==> src/rtl/cursor_pkg.sv <==
package cursor_pkg;
  typedef enum logic [1:0] {
    CM_STEADY = 2'b00,
    CM_OFF    = 2'b01,
    CM_SLOW   = 2'b10,
    CM_FAST   = 2'b11
  } curs_mode_e;

  localparam logic [1:0] SKEW_DISABLE = 2'b11;
endpackage

==> src/rtl/cursor_blink.sv <==
module cursor_blink #(
  parameter int FAST_LOG2 = 3,
  parameter int SLOW_LOG2 = 4
) (
  input  logic                  clk,
  input  logic                  rst_n,
  input  logic                  frame_start,
  output logic [SLOW_LOG2:0]    frame_cnt,
  output logic                  fast_vis,
  output logic                  slow_vis
);
  localparam int CW = SLOW_LOG2 + 1;

  always_ff @(posedge clk) begin
    if (!rst_n)           frame_cnt <= '0;
    else if (frame_start) frame_cnt <= frame_cnt + CW'(1);
  end

  assign fast_vis = ~frame_cnt[FAST_LOG2];
  assign slow_vis = ~frame_cnt[SLOW_LOG2];
endmodule

==> src/rtl/cursor_match.sv <==
module cursor_match
  import cursor_pkg::*;
#(
  parameter int AW = 14,
  parameter int RW = 5
) (
  input  logic [AW-1:0] refresh_addr,
  input  logic [AW-1:0] cur_addr,
  input  logic [RW-1:0] row_addr,
  input  logic [RW-1:0] cur_start,
  input  logic [RW-1:0] cur_end,
  input  logic          disp_en,
  input  curs_mode_e    mode,
  input  logic          fast_vis,
  input  logic          slow_vis,
  output logic          hit
);
  logic addr_eq, in_band, mode_vis;

  assign addr_eq = (refresh_addr == cur_addr);
  // an empty band (start above end) fails one of the two bounds
  assign in_band = (row_addr >= cur_start) && (row_addr <= cur_end);

  always_comb begin
    unique case (mode)
      CM_STEADY: mode_vis = 1'b1;
      CM_OFF:    mode_vis = 1'b0;
      CM_SLOW:   mode_vis = slow_vis;
      CM_FAST:   mode_vis = fast_vis;
      default:   mode_vis = 1'b0;
    endcase
  end

  assign hit = addr_eq && in_band && mode_vis && disp_en;
endmodule

==> src/rtl/cursor_skew.sv <==
module cursor_skew
  import cursor_pkg::*;
#(
  parameter int MAX_SKEW = 2
) (
  input  logic       clk,
  input  logic       rst_n,
  input  logic       hit,
  input  logic [1:0] skew,
  output logic       cursor_out
);
  logic [MAX_SKEW:0] tap;

  always_ff @(posedge clk) begin
    if (!rst_n) tap[0] <= 1'b0;
    else        tap[0] <= hit;
  end

  genvar gi;
  generate
    for (gi = 1; gi <= MAX_SKEW; gi++) begin : g_tap
      always_ff @(posedge clk) begin
        if (!rst_n) tap[gi] <= 1'b0;
        else        tap[gi] <= tap[gi-1];
      end
    end
  endgenerate

  always_comb begin
    if (skew == SKEW_DISABLE || int'(skew) > MAX_SKEW) cursor_out = 1'b0;
    else                                               cursor_out = tap[skew];
  end
endmodule

==> src/rtl/cursor_gen.sv <==
module cursor_gen
  import cursor_pkg::*;
#(
  parameter int AW        = 14,
  parameter int RW        = 5,
  parameter int FAST_LOG2 = 3,
  parameter int SLOW_LOG2 = 4,
  parameter int MAX_SKEW  = 2
) (
  input  logic          clk,
  input  logic          rst_n,
  input  logic          frame_start,
  input  logic          disp_en,
  input  logic [AW-1:0] refresh_addr,
  input  logic [RW-1:0] row_addr,
  input  logic [AW-1:0] cur_addr,
  input  logic [1:0]    cur_mode,
  input  logic [RW-1:0] cur_start,
  input  logic [RW-1:0] cur_end,
  input  logic [1:0]    cur_skew,
  output logic          cursor_out
);
  logic [SLOW_LOG2:0] frame_cnt;
  logic fast_vis, slow_vis, hit;

  cursor_blink #(.FAST_LOG2(FAST_LOG2), .SLOW_LOG2(SLOW_LOG2)) u_blink (
    .clk(clk), .rst_n(rst_n), .frame_start(frame_start),
    .frame_cnt(frame_cnt), .fast_vis(fast_vis), .slow_vis(slow_vis)
  );

  cursor_match #(.AW(AW), .RW(RW)) u_match (
    .refresh_addr(refresh_addr), .cur_addr(cur_addr), .row_addr(row_addr),
    .cur_start(cur_start), .cur_end(cur_end), .disp_en(disp_en),
    .mode(curs_mode_e'(cur_mode)), .fast_vis(fast_vis), .slow_vis(slow_vis),
    .hit(hit)
  );

  cursor_skew #(.MAX_SKEW(MAX_SKEW)) u_skew (
    .clk(clk), .rst_n(rst_n), .hit(hit), .skew(cur_skew),
    .cursor_out(cursor_out)
  );
endmodule

==> config.mk <==
export PLATFORM = sky130hd
export DESIGN_NAME = cursor_gen
export DESIGN_NICKNAME = d
export VERILOG_FILES = /design/src/rtl/cursor_pkg.sv /design/src/rtl/cursor_blink.sv /design/src/rtl/cursor_match.sv /design/src/rtl/cursor_skew.sv /design/src/rtl/cursor_gen.sv
export SDC_FILE = /design/constraint.sdc
export NUM_CORES = 1
export LEC_CHECK = 0
export ABC_AREA = 1
export BUFFER_PORTS_ARGS = -buffer_cell sky130_fd_sc_hd__buf_2
export CELL_PAD_IN_SITES_DETAIL_PLACEMENT = 1
export CELL_PAD_IN_SITES_GLOBAL_PLACEMENT = 1
export CORE_MARGIN = 1
export CORE_UTILIZATION = 29
export CTS_CLUSTER_DIAMETER = 150
export DETAILED_ROUTE_END_ITERATION = 8
export PLACE_DENSITY = 0.89
export SLEW_MARGIN = 5
export SYNTH_ARGS = -nofsm -noshare
export SYNTH_HDL_FRONTEND = slang
export SYNTH_SLANG_ARGS = --single-unit
export TNS_END_PERCENT = 10
==> constraint.sdc <==
create_clock -name clk -period 2.04 [get_ports clk]
set_clock_uncertainty 0.05 [all_clocks]
set_input_delay 0.306 -clock clk [delete_from_list [all_inputs] [get_ports clk]]
set_output_delay 0.306 -clock clk [all_outputs]
set_load 0.02 [all_outputs]
==> reports/metrics.cfg, run 1 <==
[flow_run]
maxCapViolCount = 0

[routing]
wl_per_cell_microns = 9.079
vias = 997
routed_wl_mm = 2.079
ant_nets = 0
drtIter0Drc = 32
dr.pass1.iters = 4
drcViolationCount = 0
routed_via_density = 4.354

[synthesis]
synth_cells = 144
synth_seq_cells = 8
seq_area_frac_synth_pct = 18.82
synthTopCellsByArea = dfxtp_1, inv_1, nand2_1, ha_1, nor2_1
synth_top_cell_area_share_pct = 18.82
syn-num-nets = 206
avgSynthCellArea_sq_um = 5.908
ys_warn_count = 0
synth.distinct_cells = 18
synth_top_area_cell = dfxtp_1
syn-cell-area_sq_um = 850.8

[power]
powerDensity_mw_per_mm2 = 370.3
power_w = 0.0004323
sw_frac_of_total_pct = 29.66
power_leakage_nw = 0.7512
p_switching_w = 0.0001282
peakVddDrop_mv = 0.2900
combPwrFrac_pct = 34.1
intPower_w = 0.0003041
p_seq_share_pct = 37.8
p_clk_share_pct = 28.1

[layout]
antennaDiodeCount = 0
num-fill-cells = 413
final_core_util_pct = 42.33
stdcell_count = 229
nNetsFinal = 262
drive_above_1_share_pct = 29.80
syn_to_final_growth_pct = 37.21

[hold_path]
hold_depth = 2
hold_start = frame_start
whs_endpoint = u_blink.frame_cnt[0]
hold_path.class = in2reg

[clock_network]
cts_buffers = 3
cts_resized = 0
clkSinkCount = 8
cts_root_buf = clkbuf_4
post_cts_buffers = 0
htree_levels = 1
cts_tree = yes
hold_buffers = 0
clockBufferDepth = 2
clk-insertion-delay-late_ns = 0.25
clk_pin_slew_ns = 0.06

[global_route]
grt_pass1_vias = 1010
track_usage_pct = 14.36
antenna_found_initial = 0
overflow = 0
grt_max_degree = 7
grt_pass1_wl_mm = 3.705

[floorplan]
row_count = 19
start_util_pct = 30.85
io_pins = 52
dieArea_sq_mm = 0.003155
core_sq_mm = 0.002758
die_height_microns = 56.17
fp.dieW_microns = 56.17

[critical_path]
r2r_start = u_blink.frame_cnt[0]
cp_max_fo = 2
reg2reg_depth = 5
end_kind = output pin
slowest_delay_ns = 0.33
start_kind = flop
cp.required_ns = 1.68
worst-setup-path-type = reg2out
r2r_slack_ns = 0.93
path_cells = mux2i_1 -> o21ai_0 -> buf_2
cp.arrival_ns = 0.95
r2r_end = u_blink.frame_cnt[4]
critPathSlowestCell = dfxtp_1

[timing]
drv_slew = 0
min_period_over_period_pct = 63.85
fin_crit_ns = 1.303
tightest_slew_ns = 0.1870
finalHoldViolCount = 0
finalSetupViolCount = 0
slew_headroom_pct = 87.44
tns_ns = 0
max_freq_mhz = 767.7
rsz0062_at_grt = false

[status]
status = completed

[placement]
portBuffers = 51
dpl.hpwl_mm = 1.907
placed_cells = 226
gp_congestion = 0.6847

-- metrics by stage --
stage	worst slack (ns)	hold slack (ns)	instance area, sq um
floorplan	0.8018	0.3454	850.8
global placement	0.6938	0.3643	1145
global route	0.6713	0.2661	1167
detailed placement	0.6196	0.3735	1145
finish	0.7375	0.2455	1167
CTS	0.7193	0.2418	1167
-- area by class of cell --
type	count	area [sq um]	share of cell area (%)
inverter	38	142.6	12.22
sequential	8	160.2	13.72
tap	31	38.79	3.323
clock buffer	3	22.52	1.929
timing repair buffer	51	255.2	21.86
multi-input combinational	98	548.0	46.95
-- registers in the layout (all words and copies together), names as in the netlist --
name               cells
u_blink.frame_cnt      5
u_skew.tap             3
-- logic make-up after synthesis --
group           after synthesis  synth area share (%)
compound gates               16                 9.706
xor+xnor                      4                 4.118
fa+ha+maj                    11                 16.18
buf+inv                      38                 16.77
flops                         8                 18.82
mux                           1                 1.177
simple gates                 66                 33.24
-- Yosys cell counts, drive strengths merged --
cell,count
mux2i,1
nand3,5
o21ai,6
ha,11
or2,4
nor3b,1
nor3,3
dfxtp,8
o21a,1
nand2,38
nand3b,1
nand4,1
a21oi,9
inv,38
xnor2,3
nor2,13
xor2,1
-- cells in the final DEF (no fill, tap or decap), drive strengths merged --
cell type   n
inv        38
xnor2       3
nand4       1
nor2       13
or2         4
nand3b      1
nor3        3
buf        51
xor2        1
nor3b       1
mux2i       1
nand3       5
nand2      38
o21a        1
o21ai       6
clkbuf      3
ha         11
dfxtp       8
a21oi       9
-- power groups by stage --
stage	clock, W	combinational (W)	sequential (W)
4_1_cts	0.000126	0.000152	0.000163
2_1_floorplan	0	0.0000787	0.000166
3_5_place_dp	0	0.000150	0.000167
5_1_grt	0.000133	0.000175	0.000164
3_3_place_gp	0	0.000145	0.000167
6_report	0.000121	0.000147	0.000164
-- routing by layer --
| layer | wire length [microns] | global-route usage (%) | vias up | part of all wire [%] |
|---|---|---|---|---|
| met1 | 859 | 14.43 | 416 | 41 |
| met4 | 23 | 5.226 | 0 | 1.1 |
| met3 | 141 | 2.791 | 4 | 6.8 |
| li1 | - | - | 543 | - |
| met2 | 1054 | 28.57 | 34 | 51 |
| met5 | 0 | 0 | - | 0 |
-- critical path, delay by kind of cell (launching register included) --
kind / cells / cell delay (ns)
flops: 1 / 0.33
buf+inv: 1 / 0.18
compound gates: 1 / 0.13
mux: 1 / 0.07
-- how the worst max path moves through the flow --
stage | end | slack [ns] | start | depth (start not counted)
global route | cursor_out | 0.67 | u_skew.tap[1] | 3
finish | cursor_out | 0.74 | u_skew.tap[0] | 3
floorplan | cursor_out | 0.80 | cur_skew[0] | 2
detailed placement | u_skew.tap[0] | 0.62 | row_addr[2] | 8
CTS | cursor_out | 0.72 | u_skew.tap[0] | 3
global placement | u_skew.tap[0] | 0.69 | row_addr[2] | 7
No activity file was read; power rests on OpenSTA's default activity.
==> run 2, diff against run 1 <==
--- a/config.mk
+++ b/config.mk
@@ -5,15 +5,15 @@
 export SDC_FILE = /design/constraint.sdc
 export NUM_CORES = 1
 export LEC_CHECK = 0
-export ABC_AREA = 1
+export ABC_AREA = 0
 export BUFFER_PORTS_ARGS = -buffer_cell sky130_fd_sc_hd__buf_2
 export CELL_PAD_IN_SITES_DETAIL_PLACEMENT = 1
 export CELL_PAD_IN_SITES_GLOBAL_PLACEMENT = 1
 export CORE_MARGIN = 1
-export CORE_UTILIZATION = 29
+export CORE_UTILIZATION = 27
 export CTS_CLUSTER_DIAMETER = 150
 export DETAILED_ROUTE_END_ITERATION = 8
-export PLACE_DENSITY = 0.89
+export PLACE_DENSITY = 0.83
 export SLEW_MARGIN = 5
 export SYNTH_ARGS = -nofsm -noshare
 export SYNTH_HDL_FRONTEND = slang
==> constraint.sdc (replaced) <==
create_clock -name clk -period 1.3 [get_ports clk]
set_clock_uncertainty 0.05 [all_clocks]
set_input_delay 0.195 -clock clk [delete_from_list [all_inputs] [get_ports clk]]
set_output_delay 0.195 -clock clk [all_outputs]
set_load 0.02 [all_outputs]
==> run 2 against run 1 <==
Net effect: clock power is 61% higher; wire length fell by 4.2%; worst hold slack worse by 0.049 ns; sequential power is 58% higher; critical endpoint unchanged.
==> reports/metrics.cfg, run 2 <==
[power]
combPwrFrac_pct = 33.7  ; -0.4 points
p_seq_share_pct = 37.8  ; about the same
peakVddDrop_mv = 0.5309  ; +83%
powerDensity_mw_per_mm2 = 643.0  ; +74%
sw_frac_of_total_pct = 29.01  ; -0.65 points
intPower_w = 0.0004854  ; +60%
p_switching_w = 0.0001984  ; +55%
power_w = 0.0006838  ; +58%
power_leakage_nw = 0.5517  ; -27%
p_clk_share_pct = 28.5  ; +0.4 points

[placement]
dpl.hpwl_mm = 1.839  ; -3.5%
portBuffers = 51  ; unchanged
place_area_sq_mm = 0.001035  ; -9.6%
gp_congestion = 0.6719  ; -1.9%

[clock_network]
cts_buffers = 3  ; unchanged
cts_resized = 0  ; unchanged
hold_buffers = 0  ; unchanged
htree_levels = 1  ; unchanged
cts_tree = yes
cts_root_buf = clkbuf_4
clockBufferDepth = 2  ; unchanged
clk_pin_slew_ns = 0.06  ; about the same
clkSinkCount = 8  ; unchanged
post_cts_buffers = 0  ; unchanged
clk-insertion-delay-late_ns = 0.26  ; about the same

[critical_path]
start_kind = flop
end_kind = output pin
r2r_start = u_blink.frame_cnt[0]
cp.required_ns = 1.05  ; -0.63 ns
worst-setup-path-type = reg2out
r2r_slack_ns = 0.11  ; -0.82 ns
r2r_end = u_blink.frame_cnt[4]
cp_max_fo = 2  ; unchanged
cp.arrival_ns = 0.97  ; +0.02 ns
reg2reg_depth = 4  ; -1

[timing]
max_freq_mhz = 825.5
fin_crit_ns = 1.211
slew_headroom_pct = 82.69  ; -4.7 points
rsz0062_at_grt = false
tightest_slew_ns = 0.2578  ; +0.07083 ns
finalSetupViolCount = 0  ; unchanged
finalHoldViolCount = 0  ; unchanged
min_period_over_period_pct = 93.18
drv_slew = 0  ; unchanged

[flow_run]
maxCapViolCount = 0  ; unchanged

[layout]
largest_reg_flops = 5  ; unchanged
num-fill-cells = 333  ; -19%
regMostFlops = u_blink.frame_cnt
syn_to_final_growth_pct = 46.30
layout_commonest_cell = buf_2
drive_above_1_share_pct = 41.43  ; +12 points
design_area_sq_mm = 0.001064  ; -8.9%
top_regs = u_blink.frame_cnt x5, u_skew.tap x3
layout_common_cells = buf_2, xnor2_1, inv_1, ha_1, dfxtp_1
nNetsFinal = 204  ; -22%
antennaDiodeCount = 0  ; unchanged

[floorplan]
start_util_pct = 29.08  ; -1.8 points
io_pins = 52  ; unchanged
fp.dieW_microns = 53.89  ; -4.1%
row_count = 18  ; -1
core_sq_mm = 0.002500  ; -9.3%
dieArea_sq_mm = 0.002904  ; -7.9%
die_height_microns = 53.89  ; -4.1%

[synthesis]
synth_top_area_cell = dfxtp_1
synthTopCellsByArea = dfxtp_1, ha_1, xnor2_1, xor2_1, inv_1
synthMostInstantiatedCell = xnor2_1
syn-cell-area_sq_um = 726.9  ; -15%
synth_top_cells_by_count = xnor2_1, ha_1, inv_1
synth_cells = 84  ; -42%
ys_warn_count = 0  ; unchanged
syn-num-nets = 146  ; -29%
avgSynthCellArea_sq_um = 8.654  ; +46%
synthFlopType = dfxtp_1
synth.distinct_cells = 22  ; +4
seq_area_frac_synth_pct = 22.03  ; +3.2 points
synth_seq_cells = 8  ; unchanged
synth_top_cell_area_share_pct = 22.03  ; +3.2 points
async_flop_share_pct = 0  ; unchanged
synth-edff-count = 0  ; unchanged

[routing]
vias = 806  ; -19%
routed_via_density = 4.741  ; +8.9%
drcViolationCount = 0  ; unchanged
dr.pass1.iters = 4  ; unchanged
ant_nets = 0  ; unchanged
wl_per_cell_microns = 11.72  ; +29%
drtIter0Drc = 2  ; -94%
routed_wl_mm = 1.992  ; -4.2%

[global_route]
overflow = 0  ; unchanged
antenna_found_initial = 0  ; unchanged
grt_pass1_vias = 802  ; -21%
grt_max_degree = 9  ; +2
grt_pass1_wl_mm = 3.084  ; -17%
track_usage_pct = 14.62  ; +0.26 points

[hold_path]
hold_path.class = in2reg
hold_start = rst_n
hold_depth = 2  ; unchanged
whs_endpoint = u_blink.frame_cnt[0]

[status]
status = completed

## run 2: cells by family after synthesis
group,count (synthesis),share of synthesized area (%)
AOI/OAI and AO/OA,11,9.639
adders and majority gates,11,18.93
DFF,8,22.03
muxes,2,2.754
xor gates and xnor gates,18,21.69
buffers and inverters,11,5.680
and+or+nand+nor,23,19.28
## run 2: power groups by stage
stage                     clock network (W)  registers (W)  logic (W)
after floorplan                           0       0.000262   0.000113
after global placement                    0       0.000263   0.000216
after detailed placement                  0       0.000264   0.000233
after CTS                          0.000201       0.000259   0.000234
after global routing               0.000206       0.000259   0.000263
final                              0.000195       0.000259   0.000230
## run 2: critical path: stages, from the launching register on
cell     delay, ns
dfxtp_1       0.32
mux2i_1       0.06
o22ai_1       0.15
buf_2         0.18
## run 2: worst max path at each step
stage,start,end,slack [ns],cells after the start
3_3_place_gp,cur_addr[12],u_skew.tap[0],-0.22,6
2_1_floorplan,cur_addr[12],u_skew.tap[0],0.02,5
5_1_grt,u_blink.frame_cnt[3],u_skew.tap[0],0.01,4
6_report,u_skew.tap[0],cursor_out,0.09,3
3_5_place_dp,cur_addr[12],u_skew.tap[0],-0.27,6
4_1_cts,cur_addr[12],u_skew.tap[0],0.004,6
## run 2: stage by stage
step           utilization (%)  TNS (ns)  instances  hold WS [ns]  setup slack [ns]
2_1_floorplan                -         0         84        0.2667           0.02133
5_1_grt                  42.54         0        170        0.2049           0.01066
4_1_cts                  42.29         0        170        0.1886          0.004354
6_report                 42.54         0        170        0.1965           0.08860
3_3_place_gp             41.39   -0.2220        167        0.3906           -0.2220
3_5_place_dp             41.39   -0.2652        167        0.3993           -0.2652
## run 2: layout make-up
| type | instances | area (sq um) | area share, % |
|---|---|---|---|
| timing repair buffer | 53 | 270.3 | 25.41 |
| clock buffer | 3 | 22.52 | 2.118 |
| tap | 30 | 37.54 | 3.529 |
| sequential | 8 | 160.2 | 15.06 |
| multi-input combinational | 65 | 531.8 | 50.00 |
| inverter | 11 | 41.29 | 3.882 |
## run 2: metal layers
| metal | GRT usage [%] | part of all wire, % |
|---|---|---|
| met3 | 1.695 | 5.1 |
| met2 | 29.84 | 60 |
| met1 | 14.14 | 34 |
| met4 | 6.579 | 0.55 |
| met5 | 0 | 0 |
==> run 3, diff against run 2 <==
--- a/config.mk
+++ b/config.mk
@@ -9,11 +9,11 @@
 export BUFFER_PORTS_ARGS = -buffer_cell sky130_fd_sc_hd__buf_2
 export CELL_PAD_IN_SITES_DETAIL_PLACEMENT = 1
 export CELL_PAD_IN_SITES_GLOBAL_PLACEMENT = 1
-export CORE_MARGIN = 1
-export CORE_UTILIZATION = 27
+export CORE_UTILIZATION = 29
 export CTS_CLUSTER_DIAMETER = 150
 export DETAILED_ROUTE_END_ITERATION = 8
-export PLACE_DENSITY = 0.83
+export PLACE_DENSITY = 0.88
+export SKIP_CTS_REPAIR_TIMING = 1
 export SLEW_MARGIN = 5
 export SYNTH_ARGS = -nofsm -noshare
 export SYNTH_HDL_FRONTEND = slang
==> constraint.sdc (replaced) <==
create_clock -name clk -period 1.45 [get_ports clk]
set_clock_uncertainty 0.05 [all_clocks]
set_input_delay 0.2175 -clock clk [delete_from_list [all_inputs] [get_ports clk]]
set_output_delay 0.2175 -clock clk [all_outputs]
set_load 0.02 [all_outputs]
==> run 3 against run 2 <==
Net effect: core utilization grew 2.7 points; clock power shrank 11%; worst setup slack gained 0.077 ns; critical path type is now in2reg; total power shrank 12%.
==> reports/metrics.cfg, run 3 (same netlist as run 2, synthesis figures left out) <==
[critical_path]
slowest_delay_ns = 0.30  ; -0.02 ns
start_kind = input port
path_cells = buf_2 -> xor2_1 -> nor4_1 -> o2111ai_1 -> nor4_1 -> o221a_1
worst-setup-path-type = in2reg
cp_common_cell = nor4_1
cp.required_ns = 1.59  ; +0.54 ns
end_kind = flop
reg2reg_depth = 4  ; unchanged
r2r_end = u_blink.frame_cnt[4]
cp_max_fo = 1  ; -1
r2r_slack_ns = 0.29  ; +0.18 ns
crit_family = simple AND/OR/NAND/NOR gates
cp.arrival_ns = 1.43  ; +0.46 ns
critPathSlowestCell = nor4_1
r2r_start = u_blink.frame_cnt[0]
worst-path-buf-inv = 1  ; unchanged

[layout]
design_area_sq_mm = 0.001040  ; -2.2%
register_area_sq_um = 160.2  ; unchanged
nNetsFinal = 202  ; -0.98%
multi_input_area_sq_um = 525.5  ; -1.2%
layout_commonest_cell = buf_2
antennaDiodeCount = 0  ; unchanged
drive_above_1_share_pct = 39.86  ; -1.6 points
regMostFlops = u_blink.frame_cnt
syn_to_final_growth_pct = 43.03
num-fill-cells = 301  ; -9.6%
final_core_util_pct = 45.26  ; +2.7 points
largest_reg_flops = 5  ; unchanged
layout_common_cells = buf_2, xnor2_1, inv_1, ha_1, dfxtp_1
top_regs = u_blink.frame_cnt x5, u_skew.tap x3

[floorplan]
row_count = 17  ; -1
fp.dieW_microns = 52.07  ; -3.4%
start_util_pct = 31.64  ; +2.6 points
die_height_microns = 52.07  ; -3.4%
dieArea_sq_mm = 0.002711  ; -6.7%
io_pins = 52  ; unchanged
core_sq_mm = 0.002297  ; -8.1%

[timing]
holdWs_ns = 0.2205  ; +0.02402 ns
max_freq_mhz = 778.4
slew_headroom_pct = 82.59  ; -0.10 points
finalHoldViolCount = 0  ; unchanged
min_period_over_period_pct = 88.60
drv_slew = 0  ; unchanged
finalSetupViolCount = 0  ; unchanged
fin_crit_ns = 1.285
rsz0062_at_grt = false
tightest_slew_ns = 0.2588  ; +0.0009782 ns

[hold_path]
hold_path.class = in2reg
whs_endpoint = u_blink.frame_cnt[2]
hold_depth = 2  ; unchanged
hold_start = rst_n

[routing]
vias = 779  ; -3.3%
drcViolationCount = 0  ; unchanged
routed_wl_mm = 1.923  ; -3.5%
drtIter0Drc = 2  ; unchanged
wl_per_cell_microns = 11.58  ; -1.1%
routed_via_density = 4.693  ; -1.0%
ant_nets = 0  ; unchanged
dr.pass1.iters = 2  ; -2

[global_route]
antenna_found_initial = 0  ; unchanged
grt_pass1_vias = 836  ; +4.2%
track_usage_pct = 15.95  ; +1.3 points
overflow = 0  ; unchanged
grt_max_degree = 9  ; unchanged
grt_pass1_wl_mm = 3.139  ; +1.8%

[placement]
place_area_sq_mm = 0.001017  ; -1.7%
gp_congestion = 0.6867  ; +2.2%
portBuffers = 51  ; unchanged
dpl.hpwl_mm = 1.753  ; -4.7%

[power]
power_leakage_nw = 0.5419  ; -1.8%
power_w = 0.0006050  ; -12%
powerDensity_mw_per_mm2 = 581.9  ; -9.5%
peakVddDrop_mv = 0.3307  ; -38%

[clock_network]
cts_tree = yes
cts_root_buf = clkbuf_4
clkSinkCount = 8  ; unchanged
htree_levels = 1  ; unchanged
clk_pin_slew_ns = 0.06  ; about the same
clk-insertion-delay-late_ns = 0.26  ; about the same
cts_buffers = 3  ; unchanged
clockBufferDepth = 2  ; unchanged

[flow_run]
maxCapViolCount = 0  ; unchanged

[status]
status = completed

-- run 3: cell types whose count changed in the layout (fill, tap and decap cells not counted), sizes merged --
| cell | previous run | this run |
|---|---|---|
| buf | 53 | 51 |
-- run 3: worst max path at each step --
stage	from	endpoint	slack, ns	depth (start not counted)
finish	cur_addr[12]	u_skew.tap[0]	0.17	6
global route	cur_addr[2]	u_skew.tap[0]	0.04	6
CTS	cur_addr[12]	u_skew.tap[0]	0.15	6
detailed placement	cur_addr[12]	u_skew.tap[0]	-0.11	6
global placement	cur_addr[12]	u_skew.tap[0]	-0.09	6
floorplan	cur_addr[12]	u_skew.tap[0]	0.15	5
-- run 3: cell type report --
cell class,instances,area share [%]
well taps,28,3.369
inverters,11,3.971
repair buffers,51,24.55
flip-flops and latches,8,15.40
clock buffers,3,2.166
multi-input cells,65,50.54
-- run 3: power breakdown --
part	total [W]	internal (W)	switching, W
clock network	0.000174	0.0000949	0.0000787
logic	0.000199	0.000111	0.0000886
registers	0.000232	0.000226	0.00000600
total	0.000605	0.000432	0.000173
-- run 3: per-layer routing --
metal  global-route usage, %  wire length [microns]  part of all wire [%]
met1                   13.91                    673                    35
met2                   33.76                   1122                    58
met3                   2.924                     96                   5.0
met4                   6.757                     31                   1.6
met5                       0                      0                     0
-- run 3: stage by stage --
step / worst slack [ns] / instances / TNS [ns]
after global placement: -0.09051 / 163 / -0.09051
after global routing: 0.04020 / 166 / 0
final: 0.1654 / 166 / 0
after CTS: 0.1506 / 166 / 0
after floorplan: 0.1488 / 84 / 0
after detailed placement: -0.1108 / 163 / -0.1108
